===== src/rtl/dsp_ldst_pkg.sv =====
package dsp_ldst_pkg;
  localparam int BUS_W  = 32;
  localparam int HALF_W = BUS_W / 2;
  localparam int GRD_W  = 8;
  localparam int ACC_W  = BUS_W + GRD_W;

  // Strobes from the decoder to the datapath
  typedef struct packed {
    logic wrPlain;
    logic wrBody;
    logic wrGuard;
    logic rdPlain;
    logic rdBody;
    logic rdGuard;
    logic isLong;
  } fmtStrobe_t;
endpackage


===== src/rtl/dsp_ldst_ctrl.sv =====
module dsp_ldst_ctrl
  import dsp_ldst_pkg::*;
#(
  parameter int NUM_PLAIN = 4,
  parameter int NUM_ACC   = 2,
  parameter int SEL_W     = 4,
  parameter int IDX_W     = 2
) (
  input  logic             valid,
  input  logic             isStore,
  input  logic             isLong,
  input  logic [SEL_W-1:0] regSel,
  output fmtStrobe_t       strobe,
  output logic [IDX_W-1:0] idx
);
  localparam logic [SEL_W-1:0] ACC_BASE = SEL_W'(NUM_PLAIN);
  localparam logic [SEL_W-1:0] GRD_BASE = SEL_W'(NUM_PLAIN + NUM_ACC);
  localparam logic [SEL_W-1:0] SEL_END  = SEL_W'(NUM_PLAIN + 2 * NUM_ACC);

  logic [SEL_W-1:0] offs;
  logic isLoad, doStore;

  assign isLoad  = valid && !isStore;
  assign doStore = valid && isStore;

  always_comb begin
    strobe        = '0;
    strobe.isLong = isLong;
    offs          = '0;
    if (regSel < ACC_BASE) begin
      strobe.wrPlain = isLoad;
      strobe.rdPlain = doStore;
      offs           = regSel;
    end else if (regSel < GRD_BASE) begin
      strobe.wrBody = isLoad;
      strobe.rdBody = doStore;
      offs          = regSel - ACC_BASE;
    end else if (regSel < SEL_END) begin
      strobe.wrGuard = isLoad;
      strobe.rdGuard = doStore;
      offs           = regSel - GRD_BASE;
    end
  end

  assign idx = offs[IDX_W-1:0];
endmodule


===== src/rtl/dsp_ldst_dp.sv =====
module dsp_ldst_dp
  import dsp_ldst_pkg::*;
#(
  parameter int NUM_PLAIN = 4,
  parameter int NUM_ACC   = 2,
  parameter int SEL_W     = 4,
  parameter int IDX_W     = 2
) (
  input  logic             clk,
  input  logic             rstN,
  input  fmtStrobe_t       strobe,
  input  logic [IDX_W-1:0] idx,
  input  logic [SEL_W-1:0] regSel,
  input  logic [BUS_W-1:0] busIn,
  output logic             wbValid,
  output logic [SEL_W-1:0] wbSel,
  output logic [ACC_W-1:0] wbValue,
  output logic             busOutValid,
  output logic [BUS_W-1:0] busOut
);
  logic [BUS_W-1:0] plainQ [NUM_PLAIN];
  logic [BUS_W-1:0] bodyQ  [NUM_ACC];
  logic [GRD_W-1:0] guardQ [NUM_ACC];

  logic [BUS_W-1:0] loadBody, curPlain, curBody, srcBody, storeWord;
  logic [GRD_W-1:0] curGuard;
  logic [ACC_W-1:0] nextWb;
  logic             anyWr, anyRd;

  // Size placement: a word lands in the upper half, lower half cleared
  assign loadBody = strobe.isLong ? busIn : {busIn[HALF_W-1:0], {HALF_W{1'b0}}};

  always_comb begin
    curPlain = '0;
    for (int i = 0; i < NUM_PLAIN; i++)
      if (idx == IDX_W'(i)) curPlain = plainQ[i];
    curBody  = '0;
    curGuard = '0;
    for (int i = 0; i < NUM_ACC; i++)
      if (idx == IDX_W'(i)) begin
        curBody  = bodyQ[i];
        curGuard = guardQ[i];
      end
  end

  assign srcBody = strobe.rdPlain ? curPlain : curBody;

  always_comb begin
    if (strobe.rdGuard)
      storeWord = {{(BUS_W-GRD_W){curGuard[GRD_W-1]}}, curGuard};
    else if (strobe.isLong)
      storeWord = srcBody;
    else
      storeWord = {{HALF_W{1'b0}}, srcBody[BUS_W-1:HALF_W]};
  end

  always_comb begin
    nextWb = '0;
    if (strobe.wrPlain)      nextWb = {{GRD_W{1'b0}}, loadBody};
    else if (strobe.wrBody)  nextWb = {{GRD_W{loadBody[BUS_W-1]}}, loadBody};
    else if (strobe.wrGuard) nextWb = {busIn[GRD_W-1:0], curBody};
  end

  assign anyWr = strobe.wrPlain || strobe.wrBody || strobe.wrGuard;
  assign anyRd = strobe.rdPlain || strobe.rdBody || strobe.rdGuard;

  for (genvar gi = 0; gi < NUM_PLAIN; gi++) begin : g_plain
    logic [BUS_W-1:0] r;
    always_ff @(posedge clk or negedge rstN)
      if (!rstN) r <= '0;
      else if (strobe.wrPlain && idx == IDX_W'(gi)) r <= loadBody;
    assign plainQ[gi] = r;
  end

  for (genvar gi = 0; gi < NUM_ACC; gi++) begin : g_acc
    logic [BUS_W-1:0] body;
    logic [GRD_W-1:0] grd;
    always_ff @(posedge clk or negedge rstN)
      if (!rstN) begin
        body <= '0;
        grd  <= '0;
      end else if (idx == IDX_W'(gi)) begin
        if (strobe.wrBody) begin
          body <= loadBody;
          grd  <= {GRD_W{loadBody[BUS_W-1]}};
        end else if (strobe.wrGuard) begin
          grd <= busIn[GRD_W-1:0];
        end
      end
    assign bodyQ[gi]  = body;
    assign guardQ[gi] = grd;
  end

  always_ff @(posedge clk or negedge rstN)
    if (!rstN) begin
      wbValid     <= 1'b0;
      wbSel       <= '0;
      wbValue     <= '0;
      busOutValid <= 1'b0;
      busOut      <= '0;
    end else begin
      wbValid     <= anyWr;
      busOutValid <= anyRd;
      busOut      <= anyRd ? storeWord : '0;
      if (anyWr) begin
        wbSel   <= regSel;
        wbValue <= nextWb;
      end
    end
endmodule


===== src/rtl/dsp_ldst_fmt.sv =====
module dsp_ldst_fmt
  import dsp_ldst_pkg::*;
#(
  parameter int NUM_PLAIN = 4,
  parameter int NUM_ACC   = 2,
  parameter int SEL_W     = 4
) (
  input  logic             clk,
  input  logic             rstN,
  input  logic             valid,
  input  logic             isStore,
  input  logic             isLong,
  input  logic [SEL_W-1:0] regSel,
  input  logic [31:0]      busIn,
  output logic             wbValid,
  output logic [SEL_W-1:0] wbSel,
  output logic [39:0]      wbValue,
  output logic             busOutValid,
  output logic [31:0]      busOut
);
  localparam int MAXN  = (NUM_PLAIN > NUM_ACC) ? NUM_PLAIN : NUM_ACC;
  localparam int IDX_W = (MAXN < 2) ? 1 : $clog2(MAXN);

  fmtStrobe_t       strobe;
  logic [IDX_W-1:0] idx;

  dsp_ldst_ctrl #(
    .NUM_PLAIN(NUM_PLAIN), .NUM_ACC(NUM_ACC), .SEL_W(SEL_W), .IDX_W(IDX_W)
  ) u_ctrl (
    .valid(valid), .isStore(isStore), .isLong(isLong), .regSel(regSel),
    .strobe(strobe), .idx(idx)
  );

  dsp_ldst_dp #(
    .NUM_PLAIN(NUM_PLAIN), .NUM_ACC(NUM_ACC), .SEL_W(SEL_W), .IDX_W(IDX_W)
  ) u_dp (
    .clk(clk), .rstN(rstN), .strobe(strobe), .idx(idx), .regSel(regSel),
    .busIn(busIn), .wbValid(wbValid), .wbSel(wbSel), .wbValue(wbValue),
    .busOutValid(busOutValid), .busOut(busOut)
  );
endmodule


===== config.mk =====
export PLATFORM = sky130hd
export DESIGN_NAME = dsp_ldst_fmt
export DESIGN_NICKNAME = d
export VERILOG_FILES = /design/src/rtl/dsp_ldst_pkg.sv /design/src/rtl/dsp_ldst_ctrl.sv /design/src/rtl/dsp_ldst_dp.sv /design/src/rtl/dsp_ldst_fmt.sv
export SDC_FILE = /design/constraint.sdc
export NUM_CORES = 1
export LEC_CHECK = 0
export BUFFER_PORTS_ARGS = -buffer_cell sky130_fd_sc_hd__buf_2
export CAP_MARGIN = 5
export CORE_MARGIN = 2
export CORE_UTILIZATION = 45
export CTS_BUF_LIST = sky130_fd_sc_hd__clkbuf_8
export DETAILED_ROUTE_END_ITERATION = 8
export GPL_TIMING_DRIVEN = 0
export MAX_ROUTING_LAYER = met4
export PLACE_DENSITY = 0.72
export SLEW_MARGIN = 20
export SYNTH_ARGS = -nofsm -noshare
export SYNTH_HDL_FRONTEND = slang
export SYNTH_HIERARCHICAL = 1
export SYNTH_SLANG_ARGS = --single-unit

===== constraint.sdc =====
create_clock -name clk -period 2.2 [get_ports clk]
set_input_delay 0.22 -clock clk [delete_from_list [all_inputs] [get_ports clk]]
set_output_delay 0.22 -clock clk [all_outputs]
set_load 0.05 [all_outputs]

# After elaboration in Yosys (flattened, before gate mapping)
# Index checks and enable logic that the tools add are counted.
[totals]
regBits = 286
inputBits = 41
output_inout_bits = 78
wordCells = 69
[classes]
n_addsub = 2
magnitude_cmp = 3
n_eq_ne = 3
n_mux = 31
n_reduce_logical = 17
[op_table]
columns = ["op", "count"]
rows = [
  ["$mux 32", 11],
  ["$mux 40", 3],
  ["$mux 8", 4],
  ["$mux 2", 5],
  ["$lt 4x3->1 const B", 2],
  ["$mux 1", 8],
  ["$reduce_and 2->1", 4],
  ["$logic_and 1x1->1", 6],
  ["$eq 2x2->1 const B", 2],
  ["$logic_or 1x1->1", 4],
  ["$lt 4x4->1 const B", 1],
  ["$eq 2x1->1 const B", 1],
  ["$logic_not 2->1", 1],
  ["$reduce_bool 2->1", 1],
  ["$sub 2x1->2 const B", 1],
  ["$sub 2x2->2 const B", 1],
  ["$logic_not 1->1", 1],
]

# Longest topological paths before layout
[depth]
ltp_word = 13
mapped_depth = 9
ltp_nobuf = 6

# By module
# Netlist, hierarchy kept.
[by_module_without_submodules]
columns = ["module", "n_inst", "cells_each", "area_each_um2", "seq_area_each_um2"]
rows = [
  ["dsp_ldst_dp", 1, 1218, 12573.3, 7156.9],
  ["dsp_ldst_ctrl", 1, 13, 72.6, 0.0],
]

# Least setup slack after synthesis
# OpenSTA, ideal clock, no wires.
[synth_timing]
path_kind = "in2reg"
startpoint = "input regSel[3]"
endpoint = "register u_dp.busOut[6]"
setup_ns = 0.122
arrival_time_ns = 1.789
required_ns = 2.078
slack_ns = 0.290
stages = 7
n_path_buf = 2
path_cell_list = "nor3b_1 -> buf_4 -> buf_4 -> mux2_2 -> o221ai_1 -> o21ai_0 -> o2111a_1"
[synth_via]
elab_chain_cells = 13
elab_cells_between_ends = 29
classes_between = "3 x order compare; 3 x eq/ne; 20 x mux; 3 x reduce/logical"
[synth_lines]
columns = ["element", "line_no", "source"]
rows = [
  ["start, declared", "dsp_ldst_fmt.sv:13", "input logic [SEL_W-1:0] regSel,"],
  ["$lt 4x4->1", "dsp_ldst_ctrl.sv:38", "end else if (regSel < SEL_END) begin"],
  ["$mux 2", "dsp_ldst_ctrl.sv:38", ""],
  ["$mux 2", "dsp_ldst_ctrl.sv:34", "end else if (regSel < GRD_BASE) begin"],
  ["$mux 2", "dsp_ldst_ctrl.sv:30", "if (regSel < ACC_BASE) begin"],
  ["$logic_not 2->1", "dsp_ldst_dp.sv:36, dsp_ldst_dp.sv:40", ""],
  ["$mux 32 (4 in series)", "dsp_ldst_dp.sv:36", "if (idx == IDX_W'(i)) curPlain = plainQ[i];"],
  ["$mux 32", "dsp_ldst_dp.sv:46", "assign srcBody = strobe.rdPlain ? curPlain : curBody;"],
  ["$mux 32", "dsp_ldst_dp.sv:51", "else if (strobe.isLong)"],
  ["$mux 32", "dsp_ldst_dp.sv:49", "if (strobe.rdGuard)"],
  ["$mux 32 *", "dsp_ldst_dp.sv:104", "busOut <= anyRd ? storeWord : '0;"],
  ["end signal, assigned", "dsp_ldst_dp.sv:104", ""],
  ["end, declared", "dsp_ldst_dp.sv:19", "output logic [BUS_W-1:0] busOut"],
]
# Every way passes the cells marked *; elsewhere a longest branch is shown, timed or not.
# A chain may end at the register's enable or synchronous reset.

==> report_table.html <==
<table>
<tr><th>Metric</th><th>Value</th></tr>
<tr><th colspan="2">Drt</th></tr>
<tr><td>Total wire length after detailed routing</td><td>about 40 mm</td></tr>
<tr><td>Number of vias per cell after detailed routing</td><td>5.85</td></tr>
<tr><td>Via count of the routed design</td><td>10600</td></tr>
<tr><td>Drt first pass iters</td><td>6</td></tr>
<tr><td>Average wire length per cell after detail routing</td><td>22.2 um</td></tr>
<tr><td>Final antenna-violating net count</td><td>0</td></tr>
<tr><td>Drt first-iter violations</td><td>1065</td></tr>
<tr><td>DRC Markers</td><td>0</td></tr>
<tr><th colspan="2">Timing</th></tr>
<tr><td>Setup Total Neg Slack</td><td>0 ps</td></tr>
<tr><td>Final max-slew violation count</td><td>0</td></tr>
<tr><td>Hold Violations, Final</td><td>0</td></tr>
<tr><td>Worst setup margin</td><td>~120 ps</td></tr>
<tr><td>Final period util</td><td>94.8%</td></tr>
<tr><td>Post-route clock skew</td><td>34.4 ps</td></tr>
<tr><td>Time the worst path needs with I/O delays and setup</td><td>around 2100 ps</td></tr>
<tr><td>Max Clock Freq</td><td>480 MHz</td></tr>
<tr><td>Transition time of the tightest slew-check pin</td><td>1150 ps</td></tr>
<tr><td>Setup Viol. Count Final</td><td>0</td></tr>
<tr><td>RSZ-0062 raised after global routing</td><td>false</td></tr>
<tr><td>Max-slew headroom at the worst pin</td><td>21.0%</td></tr>
<tr><th colspan="2">Yosys</th></tr>
<tr><td>Number of synthesized register bits</td><td>about 290</td></tr>
<tr><td>Sequential fraction of the synthesis area</td><td>a little under three fifths</td></tr>
<tr><td>Yosys top cell by area</td><td>sky130_fd_sc_hd__dfrtp_1</td></tr>
<tr><td>Yosys top cell area share</td><td>56.6%</td></tr>
<tr><td>Fraction of registers with async set or reset after synthesis</td><td>100%</td></tr>
<tr><td>Post-Syn Area per Cell</td><td>roughly 10 um2</td></tr>
<tr><td>Unique cell type count in the Yosys netlist</td><td>39</td></tr>
<tr><td>Yosys warnings</td><td>6</td></tr>
<tr><td>Number of enable flip-flop cells after synthesis</td><td>0</td></tr>
<tr><td>Main flop type after synthesis</td><td>sky130_fd_sc_hd__dfrtp_1</td></tr>
<tr><td>Number of cells produced by synthesis</td><td>1231</td></tr>
<tr><td>Syn nets</td><td>around 1300</td></tr>
<tr><td>Combined area of all synthesized cells</td><td>around 0.013 mm2</td></tr>
<tr><td>Biggest area contributors in the synthesized netlist</td><td>sky130_fd_sc_hd__dfrtp_1, sky130_fd_sc_hd__o21ai_0, sky130_fd_sc_hd__mux2i_1</td></tr>
<tr><th colspan="2">Floorplanning</th></tr>
<tr><td>Total die area</td><td>0.0295 mm2</td></tr>
<tr><td>Effective utilization at floorplan</td><td>45.6%</td></tr>
<tr><td>Area of the placeable core</td><td>about 0.028 mm2</td></tr>
<tr><td>Site row count</td><td>61</td></tr>
<tr><td>DIE HEIGHT</td><td>172 um</td></tr>
<tr><td>I/O pins</td><td>119</td></tr>
<tr><td>Width of the die</td><td>roughly 170 um</td></tr>
<tr><th colspan="2">Clock tree</th></tr>
<tr><td>Clock insertion delay at the later pin of the skew report</td><td>580 ps</td></tr>
<tr><td>Post-CTS setup buffers</td><td>0</td></tr>
<tr><td>Maximum level of the CTS H-tree</td><td>2</td></tr>
<tr><td>Clock root buffer</td><td>sky130_fd_sc_hd__clkbuf_8</td></tr>
<tr><td>Clock net sink count</td><td>286</td></tr>
<tr><td>Longest Clk Path Bufs</td><td>3</td></tr>
<tr><td>Clock-pin slew on the worst setup and hold paths</td><td>60 ps</td></tr>
<tr><td>CTS tree</td><td>yes</td></tr>
<tr><td>Number of CTS-inserted buffers</td><td>49</td></tr>
<tr><th colspan="2">Placement</th></tr>
<tr><td>Total half-perimeter wirelength after legalization and detailed placement</td><td>approximately 29 mm</td></tr>
<tr><td>Number of buffers added on ports</td><td>117</td></tr>
<tr><td>Routability congestion estimate from global placement</td><td>0.967</td></tr>
<tr><td>Setup slack at placement</td><td>-601 ps</td></tr>
<tr><td>Placed standard-cell area</td><td>between 0.01 and 0.015 mm2</td></tr>
<tr><th colspan="2">Global route</th></tr>
<tr><td>Global route total overflow</td><td>0</td></tr>
<tr><td>Maximum number of pins on one net before global-route repair</td><td>103</td></tr>
<tr><td>First-pass GRT wire length</td><td>slightly above 60 mm</td></tr>
<tr><td>Antenna violations before repair</td><td>0</td></tr>
<tr><td>Total global-route track usage</td><td>28.7%</td></tr>
<tr><td>Vias in the first global route</td><td>approximately 10000</td></tr>
<tr><th colspan="2">Setup path</th></tr>
<tr><td>Maximum fanout along the worst path</td><td>10</td></tr>
<tr><td>Critical path arrival</td><td>2570 ps</td></tr>
<tr><td>Start point of the critical path</td><td>regSel[3]</td></tr>
<tr><td>Startpoint-to-endpoint class of the critical path</td><td>in -&gt; reg</td></tr>
<tr><td>Worst reg2reg setup slack</td><td>290 ps</td></tr>
<tr><td>Path depth of the worst reg2reg path</td><td>6</td></tr>
<tr><td>Worst flop-to-flop path startpoint</td><td>u_dp/g_acc[0].grd[7]$_DFFE_PN0P_</td></tr>
<tr><td>Worst r2r dst</td><td>u_dp/busOut[20]$_DFF_PN0_</td></tr>
<tr><td>End of the critical path</td><td>u_dp/busOut[6]$_DFF_PN0_</td></tr>
<tr><td>Element type at the critical path end</td><td>flip-flop</td></tr>
<tr><td>Startpoint kind of the worst setup timing path</td><td>input pin</td></tr>
<tr><td>Cells along the critical path</td><td>buf_2 &gt; nand3b_1 &gt; nor2_1 &gt; buf_2 &gt; or2_2 &gt; clkbuf_1 &gt; clkbuf_1 &gt; o2111a_1</td></tr>
<tr><td>Cell with the largest stage delay on the worst path</td><td>sky130_fd_sc_hd__clkbuf_1</td></tr>
<tr><td>Worst path required time</td><td>2680 ps</td></tr>
<tr><td>Max incr delay on CP</td><td>560 ps</td></tr>
<tr><th colspan="2">Cells and area</th></tr>
<tr><td># diodes</td><td>0</td></tr>
<tr><td>Layout-stage area growth over the synthesis result</td><td>17.7%</td></tr>
<tr><td>Util after Layout</td><td>53.7%</td></tr>
<tr><td>Fill cell instance count of the final layout</td><td>2477</td></tr>
<tr><td>Area of combinational cells with multiple inputs</td><td>0.00507 mm2</td></tr>
<tr><td>Number of nets in the finished design</td><td>1445</td></tr>
<tr><td>FF/Latch Area</td><td>0.00716 mm2</td></tr>
<tr><td>Final instance area</td><td>0.0149 mm2</td></tr>
<tr><td>Share of cells above drive strength 1</td><td>20.2%</td></tr>
<tr><th colspan="2">Power</th></tr>
<tr><td>Maximum resistive drop on vdd</td><td>between 0.6 and 0.7 mV</td></tr>
<tr><td>Power density normalized to cell area</td><td>approximately 960 mW/mm2</td></tr>
<tr><td>Power consumption</td><td>0.0142 W</td></tr>
<tr><td>Leakage component of the power</td><td>6.76 nW</td></tr>
<tr><th colspan="2">Run status</th></tr>
<tr><td>Run status</td><td>complete, no violations</td></tr>
<tr><th colspan="2">Worst hold path</th></tr>
<tr><td>Worst Hold Class</td><td>in -&gt; reg</td></tr>
<tr><th colspan="2">Job</th></tr>
<tr><td>Max-cap violations</td><td>0</td></tr>
</table>
[synth_stat cells, types with 2 or more instances]
cell type                  instances
sky130_fd_sc_hd__o21ai_0         280
sky130_fd_sc_hd__nor3b_2           2
sky130_fd_sc_hd__mux2i_1         103
sky130_fd_sc_hd__o21ai_1           2
sky130_fd_sc_hd__inv_1             3
sky130_fd_sc_hd__or2_2            18
sky130_fd_sc_hd__nor3_1           19
sky130_fd_sc_hd__a22oi_1          16
sky130_fd_sc_hd__a211oi_1         24
sky130_fd_sc_hd__buf_6             2
sky130_fd_sc_hd__o2111a_1         16
sky130_fd_sc_hd__o211a_1           7
sky130_fd_sc_hd__a31o_2           16
sky130_fd_sc_hd__buf_4             8
sky130_fd_sc_hd__buf_2            19
sky130_fd_sc_hd__mux2_2           20
sky130_fd_sc_hd__clkbuf_1         68
sky130_fd_sc_hd__and2_1           10
sky130_fd_sc_hd__nand2b_1          2
sky130_fd_sc_hd__a21oi_1          16
sky130_fd_sc_hd__dfrtp_1         286
sky130_fd_sc_hd__o221ai_1         16
sky130_fd_sc_hd__buf_1             2
sky130_fd_sc_hd__nand2_1         239
sky130_fd_sc_hd__o21a_1            9
sky130_fd_sc_hd__nor2_1           15
[kinds of logic after synthesis]
kind of cell | Yosys count | synth area share [%]
compound gates | 403 | 19.1
buf+inv | 102 | 3.57
flops | 286 | 56.6
mux | 124 | 10.0
simple gates | 316 | 10.7
[sequential cells by signal (all words and copies together) (netlist names)]
signal and cells:
u_dp/busOutValid 1, u_dp/wbValid 1, u_dp/wbValue 40, u_dp/wbSel 4, u_dp/g_acc.grd 16, u_dp/g_acc.body 64, u_dp/g_plain.r 128, u_dp/busOut 32
[metrics by stage]
step	std cells	hold WS [ps]
6_report	1819	24.7
5_1_grt	1819	18.0
4_1_cts	1819	1.24
3_5_place_dp	1728	281
3_3_place_gp	1726	456
2_1_floorplan	1231	-75.6
[worst min-delay path by stage]
stage | end | slack [ps] | startpoint | depth (start not counted)
CTS | u_dp/wbSel[2]$_DFFE_PN0P_ | 1 | regSel[2] | 2
global placement | u_dp/g_plain[2].r[26]$_DFFE_PN0P_ | 460 | u_dp/g_plain[2].r[26]$_DFFE_PN0P_ | 2
floorplan | u_dp/busOutValid$_DFF_PN0_ | -80 | rstN | 0
global route | u_dp/wbSel[2]$_DFFE_PN0P_ | 20 | regSel[2] | 2
detailed placement | u_dp/g_acc[0].grd[3]$_DFFE_PN0P_ | 280 | rstN | 1
finish | u_dp/wbSel[2]$_DFFE_PN0P_ | 20 | regSel[2] | 2
[area by class of cell]
cell class	count	area share [%]
multi-input combinational	843	34.0
sequential	286	48.1
tap	378	3.18
clock inverter	20	0.815
buffer	99	2.96
inverter	3	0.0756
clock buffer	68	6.29
timing repair buffer	122	4.57
[worst max-delay path, delay by kind of cell]
family,cells,cell delay (ps)
AND/OR/NAND/NOR,3,740
buffers and inverters,4,1310
AO/OA/AOI/OAI,1,290
[power breakdown]
part	leakage, nW	internal (W)	switching, W
registers	3.77	0.00600	0.000427
logic	2.39	0.000760	0.00198
clock network	0.589	0.00286	0.00219
[per-layer routing]
layer	track usage (%)	vias to the layer above	share of wire, %
met4	10.6	0	3.7
met1	39.7	5284	43
met5	-	-	0
met2	42.1	557	44
li1	-	4701	-
met3	5.84	99	9.5
[cell usage in the layout, fill, tap and decap left out, drive strengths merged, types with 2 or more instances in the layout]
master       instances
clkbuf             136
nor3                19
clkinv               4
mux2                20
a31o                16
and2                10
o221ai              16
nand2              239
or2                 19
o2111a              16
a211oi              25
inv                 16
o21a                 9
nor3b                3
nand3b               2
buf                150
nor2                15
a22oi               16
o21ai              282
a21oi               16
dfrtp              286
o211a                7
mux2i              104
clkinvlp             2
dlygate4sd3          3
nand2b               2
[timing repair]
action,in CTS,in global routing
hold buffers,3,0
hold endpoints to repair,87,0
gates cloned,0,0
gates resized for setup,1,2
endpoints found under the setup margin,5,2
Power figures use the tool's default switching activity.
